==> config.mk <==
export PLATFORM = sky130hd
export DESIGN_NAME = cmpl_irq_coalescer
export DESIGN_NICKNAME = d
export VERILOG_FILES = /design/src/rtl/cic_pkg.sv /design/src/rtl/cic_regs.sv /design/src/rtl/cic_timer.sv /design/src/rtl/cic_trigger.sv /design/src/rtl/cmpl_irq_coalescer.sv
export SDC_FILE = /design/constraint.sdc
export NUM_CORES = 1
export LEC_CHECK = 0
export ABC_CLOCK_PERIOD_IN_PS = 3150
export BUFFER_PORTS_ARGS = -buffer_cell sky130_fd_sc_hd__buf_2
export CORE_MARGIN = 8
export CORE_UTILIZATION = 56
export CTS_CLUSTER_SIZE = 30
export DETAILED_ROUTE_END_ITERATION = 10
export PLACE_DENSITY_LB_ADDON = 0.12
export SETUP_SLACK_MARGIN = 0.4
export SLEW_MARGIN = 10
export SYNTH_ARGS = -nofsm -noshare
export SYNTH_HDL_FRONTEND = slang
export SYNTH_SLANG_ARGS = --single-unit
==> constraint.sdc <==
create_clock -name clk_i -period 3.15 [get_ports clk_i]
set_input_delay 0.63 -clock clk_i [delete_from_list [all_inputs] [get_ports clk_i]]
set_output_delay 0.63 -clock clk_i [all_outputs]
set_load 0.03 [all_outputs]
==> src/rtl/cic_pkg.sv <==
package cic_pkg;
  localparam int THR_W      = 15;
  localparam int TMO_W      = 13;
  localparam int AHI_W      = 16;
  localparam int DW         = 32;
  localparam int AW         = 5;
  localparam int TMR_EN_BIT = 18;
  localparam int MA_W       = DW + AHI_W;

  typedef enum logic [AW-1:0] {
    OFS_CTRL = 5'h00,
    OFS_TMO  = 5'h04,
    OFS_ALO  = 5'h08,
    OFS_AHI  = 5'h0C,
    OFS_DATA = 5'h10
  } reg_ofs_e;

  typedef struct packed {
    logic [THR_W-1:0] thr;
    logic             tmr_en;
    logic [TMO_W-1:0] tmo;
    logic [DW-1:0]    alo;
    logic [AHI_W-1:0] ahi;
    logic [DW-1:0]    data;
  } cfg_t;

  typedef enum logic {ST_IDLE, ST_REQ} trig_st_e;
endpackage

==> src/rtl/cic_regs.sv <==
module cic_regs
  import cic_pkg::*;
#(
  parameter int unsigned DEF_THR    = 20,
  parameter int unsigned DEF_TMO    = 176,
  parameter bit          DEF_TMR_EN = 1'b0
) (
  input  logic          clk_i,
  input  logic          rst_ni,
  input  logic          wr_i,
  input  logic [AW-1:0] addr_i,
  input  logic [DW-1:0] wdata_i,
  output logic [DW-1:0] rdata_o,
  output cfg_t          cfg_o
);
  cfg_t cfg_q;

  always_ff @(posedge clk_i or negedge rst_ni) begin
    if (!rst_ni) begin
      cfg_q.thr    <= THR_W'(DEF_THR);
      cfg_q.tmr_en <= DEF_TMR_EN;
      cfg_q.tmo    <= TMO_W'(DEF_TMO);
      cfg_q.alo    <= '0;
      cfg_q.ahi    <= '0;
      cfg_q.data   <= '0;
    end else if (wr_i) begin
      case (addr_i)
        OFS_CTRL: begin
          cfg_q.thr    <= wdata_i[THR_W-1:0];
          cfg_q.tmr_en <= wdata_i[TMR_EN_BIT];
        end
        OFS_TMO:  cfg_q.tmo  <= wdata_i[TMO_W-1:0];
        OFS_ALO:  cfg_q.alo  <= wdata_i;
        OFS_AHI:  cfg_q.ahi  <= wdata_i[AHI_W-1:0];
        OFS_DATA: cfg_q.data <= wdata_i;
        default: ;
      endcase
    end
  end

  always_comb begin
    rdata_o = '0;
    case (addr_i)
      OFS_CTRL: begin
        rdata_o[THR_W-1:0]  = cfg_q.thr;
        rdata_o[TMR_EN_BIT] = cfg_q.tmr_en;
      end
      OFS_TMO:  rdata_o[TMO_W-1:0] = cfg_q.tmo;
      OFS_ALO:  rdata_o = cfg_q.alo;
      OFS_AHI:  rdata_o[AHI_W-1:0] = cfg_q.ahi;
      OFS_DATA: rdata_o = cfg_q.data;
      default:  rdata_o = '0;
    endcase
  end

  assign cfg_o = cfg_q;
endmodule

==> src/rtl/cic_timer.sv <==
module cic_timer
  import cic_pkg::*;
#(
  parameter int unsigned PRESCALE = 1
) (
  input  logic             clk_i,
  input  logic             rst_ni,
  input  logic             restart_i,
  input  logic [TMO_W-1:0] tmo_i,
  output logic             expired_o
);
  logic             tick;
  logic [TMO_W-1:0] cnt_q;

  generate
    if (PRESCALE > 1) begin : g_div
      localparam int PW = $clog2(PRESCALE);
      logic [PW-1:0] div_q;
      always_ff @(posedge clk_i or negedge rst_ni) begin
        if (!rst_ni)                        div_q <= '0;
        else if (restart_i || tick)         div_q <= '0;
        else                                div_q <= div_q + 1'b1;
      end
      assign tick = (div_q == PW'(PRESCALE - 1));
    end else begin : g_nodiv
      assign tick = 1'b1;
    end
  endgenerate

  // Counter stops at the programmed limit, so no wrap is possible.
  always_ff @(posedge clk_i or negedge rst_ni) begin
    if (!rst_ni)                     cnt_q <= '0;
    else if (restart_i)              cnt_q <= '0;
    else if (tick && cnt_q < tmo_i)  cnt_q <= cnt_q + 1'b1;
  end

  assign expired_o = (cnt_q >= tmo_i);
endmodule

==> src/rtl/cic_trigger.sv <==
module cic_trigger
  import cic_pkg::*;
(
  input  logic             clk_i,
  input  logic             rst_ni,
  input  logic [THR_W-1:0] pend_i,
  input  logic [THR_W-1:0] thr_i,
  input  logic             tmr_en_i,
  input  logic             expired_i,
  input  logic [MA_W-1:0]  addr_i,
  input  logic [DW-1:0]    data_i,
  input  logic             ack_i,
  output logic             fire_o,
  output logic             req_o,
  output logic [MA_W-1:0]  addr_o,
  output logic [DW-1:0]    data_o
);
  trig_st_e         st_q;
  logic             armed_q;
  logic [THR_W-1:0] snap_q;
  logic [MA_W-1:0]  addr_q;
  logic [DW-1:0]    data_q;
  logic             cnt_hit, tmo_hit, any_pend;

  assign any_pend = (pend_i != '0);
  assign cnt_hit  = (thr_i != '0) && (pend_i >= thr_i);
  assign tmo_hit  = tmr_en_i && expired_i;
  assign fire_o   = (st_q == ST_IDLE) && armed_q && any_pend && (cnt_hit || tmo_hit);

  always_ff @(posedge clk_i or negedge rst_ni) begin
    if (!rst_ni) begin
      st_q    <= ST_IDLE;
      armed_q <= 1'b1;
      snap_q  <= '0;
      addr_q  <= '0;
      data_q  <= '0;
    end else begin
      case (st_q)
        ST_IDLE: begin
          if (fire_o) begin
            st_q    <= ST_REQ;
            armed_q <= 1'b0;
            addr_q  <= addr_i;
            data_q  <= data_i;
          end else if (!armed_q && pend_i != snap_q) begin
            armed_q <= 1'b1;
          end
        end
        ST_REQ: begin
          if (ack_i) begin
            st_q   <= ST_IDLE;
            snap_q <= pend_i;
          end
        end
        default: st_q <= ST_IDLE;
      endcase
    end
  end

  assign req_o  = (st_q == ST_REQ);
  assign addr_o = addr_q;
  assign data_o = data_q;
endmodule

==> src/rtl/cmpl_irq_coalescer.sv <==
module cmpl_irq_coalescer
  import cic_pkg::*;
#(
  parameter int unsigned PRESCALE   = 1,
  parameter int unsigned DEF_THR    = 20,
  parameter int unsigned DEF_TMO    = 176,
  parameter bit          DEF_TMR_EN = 1'b0
) (
  input  logic             clk_i,
  input  logic             rst_ni,
  input  logic             reg_wr_i,
  input  logic [AW-1:0]    reg_addr_i,
  input  logic [DW-1:0]    reg_wdata_i,
  output logic [DW-1:0]    reg_rdata_o,
  input  logic [THR_W-1:0] pend_cnt_i,
  input  logic             done_i,
  output logic             msg_req_o,
  input  logic             msg_ack_i,
  output logic [MA_W-1:0]  msg_addr_o,
  output logic [DW-1:0]    msg_data_o
);
  cfg_t cfg;
  logic expired, fire, restart;

  cic_regs #(
    .DEF_THR(DEF_THR), .DEF_TMO(DEF_TMO), .DEF_TMR_EN(DEF_TMR_EN)
  ) u_regs (
    .clk_i(clk_i), .rst_ni(rst_ni), .wr_i(reg_wr_i), .addr_i(reg_addr_i),
    .wdata_i(reg_wdata_i), .rdata_o(reg_rdata_o), .cfg_o(cfg)
  );

  assign restart = (pend_cnt_i == '0) || done_i || fire;

  cic_timer #(.PRESCALE(PRESCALE)) u_timer (
    .clk_i(clk_i), .rst_ni(rst_ni), .restart_i(restart),
    .tmo_i(cfg.tmo), .expired_o(expired)
  );

  cic_trigger u_trig (
    .clk_i(clk_i), .rst_ni(rst_ni), .pend_i(pend_cnt_i), .thr_i(cfg.thr),
    .tmr_en_i(cfg.tmr_en), .expired_i(expired), .addr_i({cfg.ahi, cfg.alo}),
    .data_i(cfg.data), .ack_i(msg_ack_i), .fire_o(fire), .req_o(msg_req_o),
    .addr_o(msg_addr_o), .data_o(msg_data_o)
  );
endmodule

**Yosys cells after proc, flatten, opt, wreduce, memory -nomap -nowiden**

Cells that the tools add are included.

- Flip-flop bits (word level): 219
- Input port bits: 57
- Output and inout port bits: 113
- Logic and storage cells: 59

- Add/subtract/negate cells: 1
- Magnitude comparators: 3
- Equality and inequality tests: 5
- Muxes and demuxes: 13
- Bitwise operators: 1
- Reduce and logical (&&, ||, !) cells: 24

Operator list:

| cell | number |
|---|---|
| 13-bit case mux with 5 select lines | 1 |
| 15-bit nonzero test | 2 |
| 13-bit 2-to-1 mux | 2 |
| 13-bit case mux with 2 select lines | 1 |
| 2-bit AND reduction | 8 |
| 15-bit >= comparator | 1 |
| 15-bit logical NOT | 1 |
| 15-bit != test | 1 |
| 13-bit by 1-bit adder with 13-bit output, second input constant | 1 |
| 13-bit >= comparator | 1 |
| 13-bit less-than comparator | 1 |
| 5-bit by 4-bit equality test with 1-bit output, second input constant | 2 |
| 2-bit case mux with 4 select lines | 1 |
| 1-bit logical AND | 6 |
| 1-bit case mux with 3 select lines | 2 |
| 5-bit by 3-bit equality test with 1-bit output, second input constant | 1 |
| 5-bit equality test, second input constant | 1 |
| 5-bit logical NOT | 1 |
| 1-bit 2-to-1 mux | 4 |
| 2-bit case mux with 2 select lines | 1 |
| 2-bit nonzero test | 2 |
| 1-bit logical OR | 3 |
| 1-bit case mux with 2 select lines | 1 |
| 1-bit logical NOT | 1 |
| 1-bit NOT | 1 |

**Longest topological paths before layout**

- Word-level depth: 6
- Depth in mapped cells: 10
- Depth with buffers taken out: 8

**By module**

A second synthesis with hierarchy kept.

- Cell total of the unflattened synthesis: 1,049
- Area, all modules: 11,996.5 um^2

By module, submodules not included:

| module | instances | cells an instance | area an instance (um^2) | seq. area each (um^2) |
|---|---|---|---|---|
| cic_trigger | 1 | 584 | 5,895.7 | 2,428.6 |
| cic_regs | 1 | 340 | 4,958.5 | 2,733.9 |
| cic_timer | 1 | 119 | 1,089.8 | 325.3 |
| cmpl_irq_coalescer | 1 | 6 | 52.6 | 0.0 |

**Least setup slack after synthesis**

OpenSTA, ideal clock, no wires.

- Path kind: input to output
- Start: input port reg_addr_i[4]
- End: output port reg_rdata_o[13]
- Data arrival time: 2.365 ns
- Path slack: 0.155 ns
- Stages on the path: 5
- Buffers on the path: 3
- Path through: buf_4 or4b_1 buf_4 clkbuf_1 o21ai_0

- Word-level cells in the longest chain between the ends: 2
- Elaborated cells between the ends (all ways): 5
- Classes of those cells: eq/ne (3); mux (1); reduce/logical (1)

Ends and longest elaborated chain:

| item | RTL line | source |
|---|---|---|
| start: declaration | cmpl_irq_coalescer.sv:12 | `input logic [AW-1:0] reg_addr_i,` |
| 5-bit equality test (tied with other cells) | cic_regs.sv:43 | `case (addr_i)` |
| 2-bit case mux with 4 select lines * | cic_regs.sv:43 |  |
| end: declaration | cmpl_irq_coalescer.sv:14 | `output logic [DW-1:0] reg_rdata_o,` |

Every way passes the cells marked *; elsewhere a longest branch is shown, timed or not.

**Worst setup path after layout**

- Start: input port reg_addr_i[1]
- End: output port reg_rdata_o[22]

- Word-level cells in the longest chain between the ends: 2
- Elaborated cells between the ends (all ways): 3
- Classes of those cells: eq/ne (2); mux (1)

Ends and longest elaborated chain:

| item | RTL line |
|---|---|
| 5-bit equality test or 5-bit by 4-bit equality test with 1-bit output (tied branches) | cic_regs.sv:43 |
| 13-bit case mux with 2 select lines * | cic_regs.sv:43 |

Marked as above.

==> out/results.ini <==
[place]
numPlacedInstances=1126
gp_congestion=0.868
dp_hpwl_mm=17.8
dpl_cell_area_sq_um=11400
port_buffers=169

[power]
p_int_mw=6.70
comb_power_share=0.332
switching_share=0.353
p_leak_nw=6.31
peakVddDrop_uv=586
seq_power_share=0.407
pwr_density_cell_nw_per_um2=830
p_clk_frac=0.260
p_sw_mw=3.66

[logic_synthesis]
synth_nets=830
synth_top_area_share=0.521
async_flop_share=1.00
synth.area.mux_share=0.255
avgSynthCellArea_sq_um=13.7
synth_top_family_by_area=multiplexers
ys_types=48
synth_area_sq_um=10200
synth-seq-cells=219
synth_xor_area_frac=0.0231
synth-compound-area-share=0.0540
synth_warnings=0
synth_edf_count=0
synth_flop_cell=dfrtp_1
synth-simple-area-share=0.0608
synthAdderAreaFrac=0.0355
syn_inst=744
synth_largest_area_cell=dfrtp_1
ys_seq_area_frac=0.537
synth.area.top_cells=dfrtp_1, mux2_2, mux2_4

[detailed_routing]
wl_mm=26.1
drt_iter0_drc=324
wl_per_cell_microns=22.1
via_count=6774
viasPerCell=5.74
ant_nets=0
drc=0
first_pass_iters=4

[sta]
setup_viol=0
max_freq_mhz=367
finalClockSkew_ps=13.0
slew_viol_final=0
slew_headroom=0.527
worst_pin_slew_ps=708
fin_crit_sh=0.865
grt_setup_unrepaired=yes
post-route-min-period_ps=2720
timing.hold.ws_ps=81.1
fin_tns_setup_ps=0
hold_viol=0

[critical_path]
cp.depth=7
setup.worst_path.start=reg_addr_i[1]
setup.worst_path.end=reg_rdata_o[22]
slowest_delay_ps=570
end_kind=primary output
critPathArrivalTime_ps=2090
path_cells=buf_6 > or4b_4 > buf_12 > nor2_8 > clkbuf_16 > a22o_1 > buf_4
critPathBufInv=4
slowest_stage=or4b_4
critPathRequiredTime_ps=2520
critPathMaxFanout=8
cp_top_family=simple AND/OR/NAND/NOR gates
ff2ff_path_depth=10
rr_endpoint=u_trig.data_o[21]
cp-start-kind=input port
r2r-start=u_regs.cfg_o[87]
path_class=input port to primary output
rrSetupSlack_ps=480

[clock_tree]
cts_max_level=1
clkTransAtPathRegs_ps=60
clk_path_buf_depth=3
clock_sinks=219
cts_root_buf=clkbuf_16
worstSkewPairLatency_ps=520
cts-buffers-inserted=24
cts_tree=yes
cts.hold.buffers_added=0

[layout]
antenna_cells=0
final_util=0.695
final_cell_count_no_fill=1181
drive_above_1_share=0.454
area_growth_pct=22.2
nets=1020
fin_area_sq_um=12500

[hold_path]
hold_class=input port to asynchronous set/reset pin

[floorplanning]
initial_utilization=0.569
num_rows=49
ios=170
design.die.area_sq_um=22800
fp.dieW_microns=151
die_h_microns=151
core_sq_um=18000

[status]
status=finished, final reports clean

[grt]
grt_antenna_before_repair=1
track_usage=0.226
grt_pass1_wl_mm=40.5
grt_pass1_vias=7433
overflow=0
grt_max_degree=69

[flow_run]
drv_cap=0

==> placed cells by master (no fill, tap or decap), types with 11 or more instances in the layout <==
cell / count
buf_4: 30
dfrtp_1: 213
xor2_1: 11
ha_1: 29
nand4_1: 14
mux2_1: 36
and4b_1: 13
inv_1: 31
xnor2_1: 16
mux2_4: 30
o21ai_0: 18
mux2_2: 138
clkbuf_16: 28
a22o_1: 15
buf_2: 142
buf_6: 14
mux2i_1: 20
nand2_1: 24
a21oi_1: 16
==> cells by family (layout without fill, tap and decap cells) <==
logic type / after synthesis / count (layout)
buffers and inverters: 68 / 276
flip-flops: 219 / 219
AO/OA/AOI/OAI: 76 / 76
multiplexers: 224 / 224
AND/OR/NAND/NOR: 101 / 101
adder cells (fa/ha/maj): 29 / 29
XOR/XNOR: 27 / 27
==> synth_stat cells (all sizes together), types with 6 or more instances <==
library cell and number:
and4b 13, xnor2 16, nor2 11, a221o 9, ha 29, nand3 6, mux2 204, nor4 9
buf 28, nand4 14, a21oi 16, dfstp 6, o21ai 21, xor2 11, and3 9, a22o 15
mux2i 20, inv 31, nand2 25, dfrtp 213, clkbuf 9
==> state kept, by name (all words and copies together), names as in the netlist <==
signal,flops
u_trig.data_o,32
u_trig.addr_o,48
u_trig.snap_q,15
u_trig.req_o,1
u_regs.cfg_o,109
u_timer.cnt_q,13
u_trig.armed_q,1
==> worst min-delay path by stage <==
stage	to
floorplan	u_regs.cfg_o[0]
global placement	u_trig.data_o[16]
detailed placement	u_trig.addr_o[44]
CTS	u_trig.addr_o[27]
global route	u_trig.addr_o[27]
finish	u_trig.data_o[26]
==> power by group through the flow <==
stage	sequential (mW)	combinational, mW	clock, mW
5_1_grt	4.32	3.68	2.89
6_report	4.22	3.44	2.70
3_5_place_dp	4.25	3.37	0
3_3_place_gp	4.20	3.25	0
4_1_cts	4.21	3.39	2.75
2_1_floorplan	4.92	1.63	0
==> per-stage QoR <==
stage | power [mW] | setup slack, ps
after floorplan | 6.55 | 332
after CTS | 10.4 | 398
after global placement | 7.45 | 211
final | 10.4 | 426
after detailed placement | 7.62 | 178
after global routing | 10.9 | 361
==> metal layers <==
metal,GRT usage,wire length [microns],up-vias
met5,0,8,-
met4,0.0480,316,2
met3,0.0356,1570,29
met2,0.376,12900,177
met1,0.306,11200,3474
li1,-,-,3092
==> timing repair <==
item | in CTS | in global routing
buffers inserted | 4 | 2
gates resized for setup | 20 | 39
gates cloned | 1 | 4
setup endpoints to repair | 28 | 63
pin swaps | 4 | 10
==> worst register-to-register path, delay by kind of cell, from the launching register on <==
kind	cells	cell delay, ps
AOI/OAI and AO/OA	4	820
adders and majority gates	1	280
buffers and inverters	3	440
DFF	1	550
muxes	1	390
and+or+nand+nor	1	80
==> final cells by class <==
class	instances	area, sq um
timing repair buffer	201	1400
sequential	219	5490
fill	1274	5470
clock buffer	31	667
clock inverter	13	108
inverter	31	116
multi-input combinational	457	4420
tap	229	287
No activity file was read; power rests on OpenSTA's default activity.
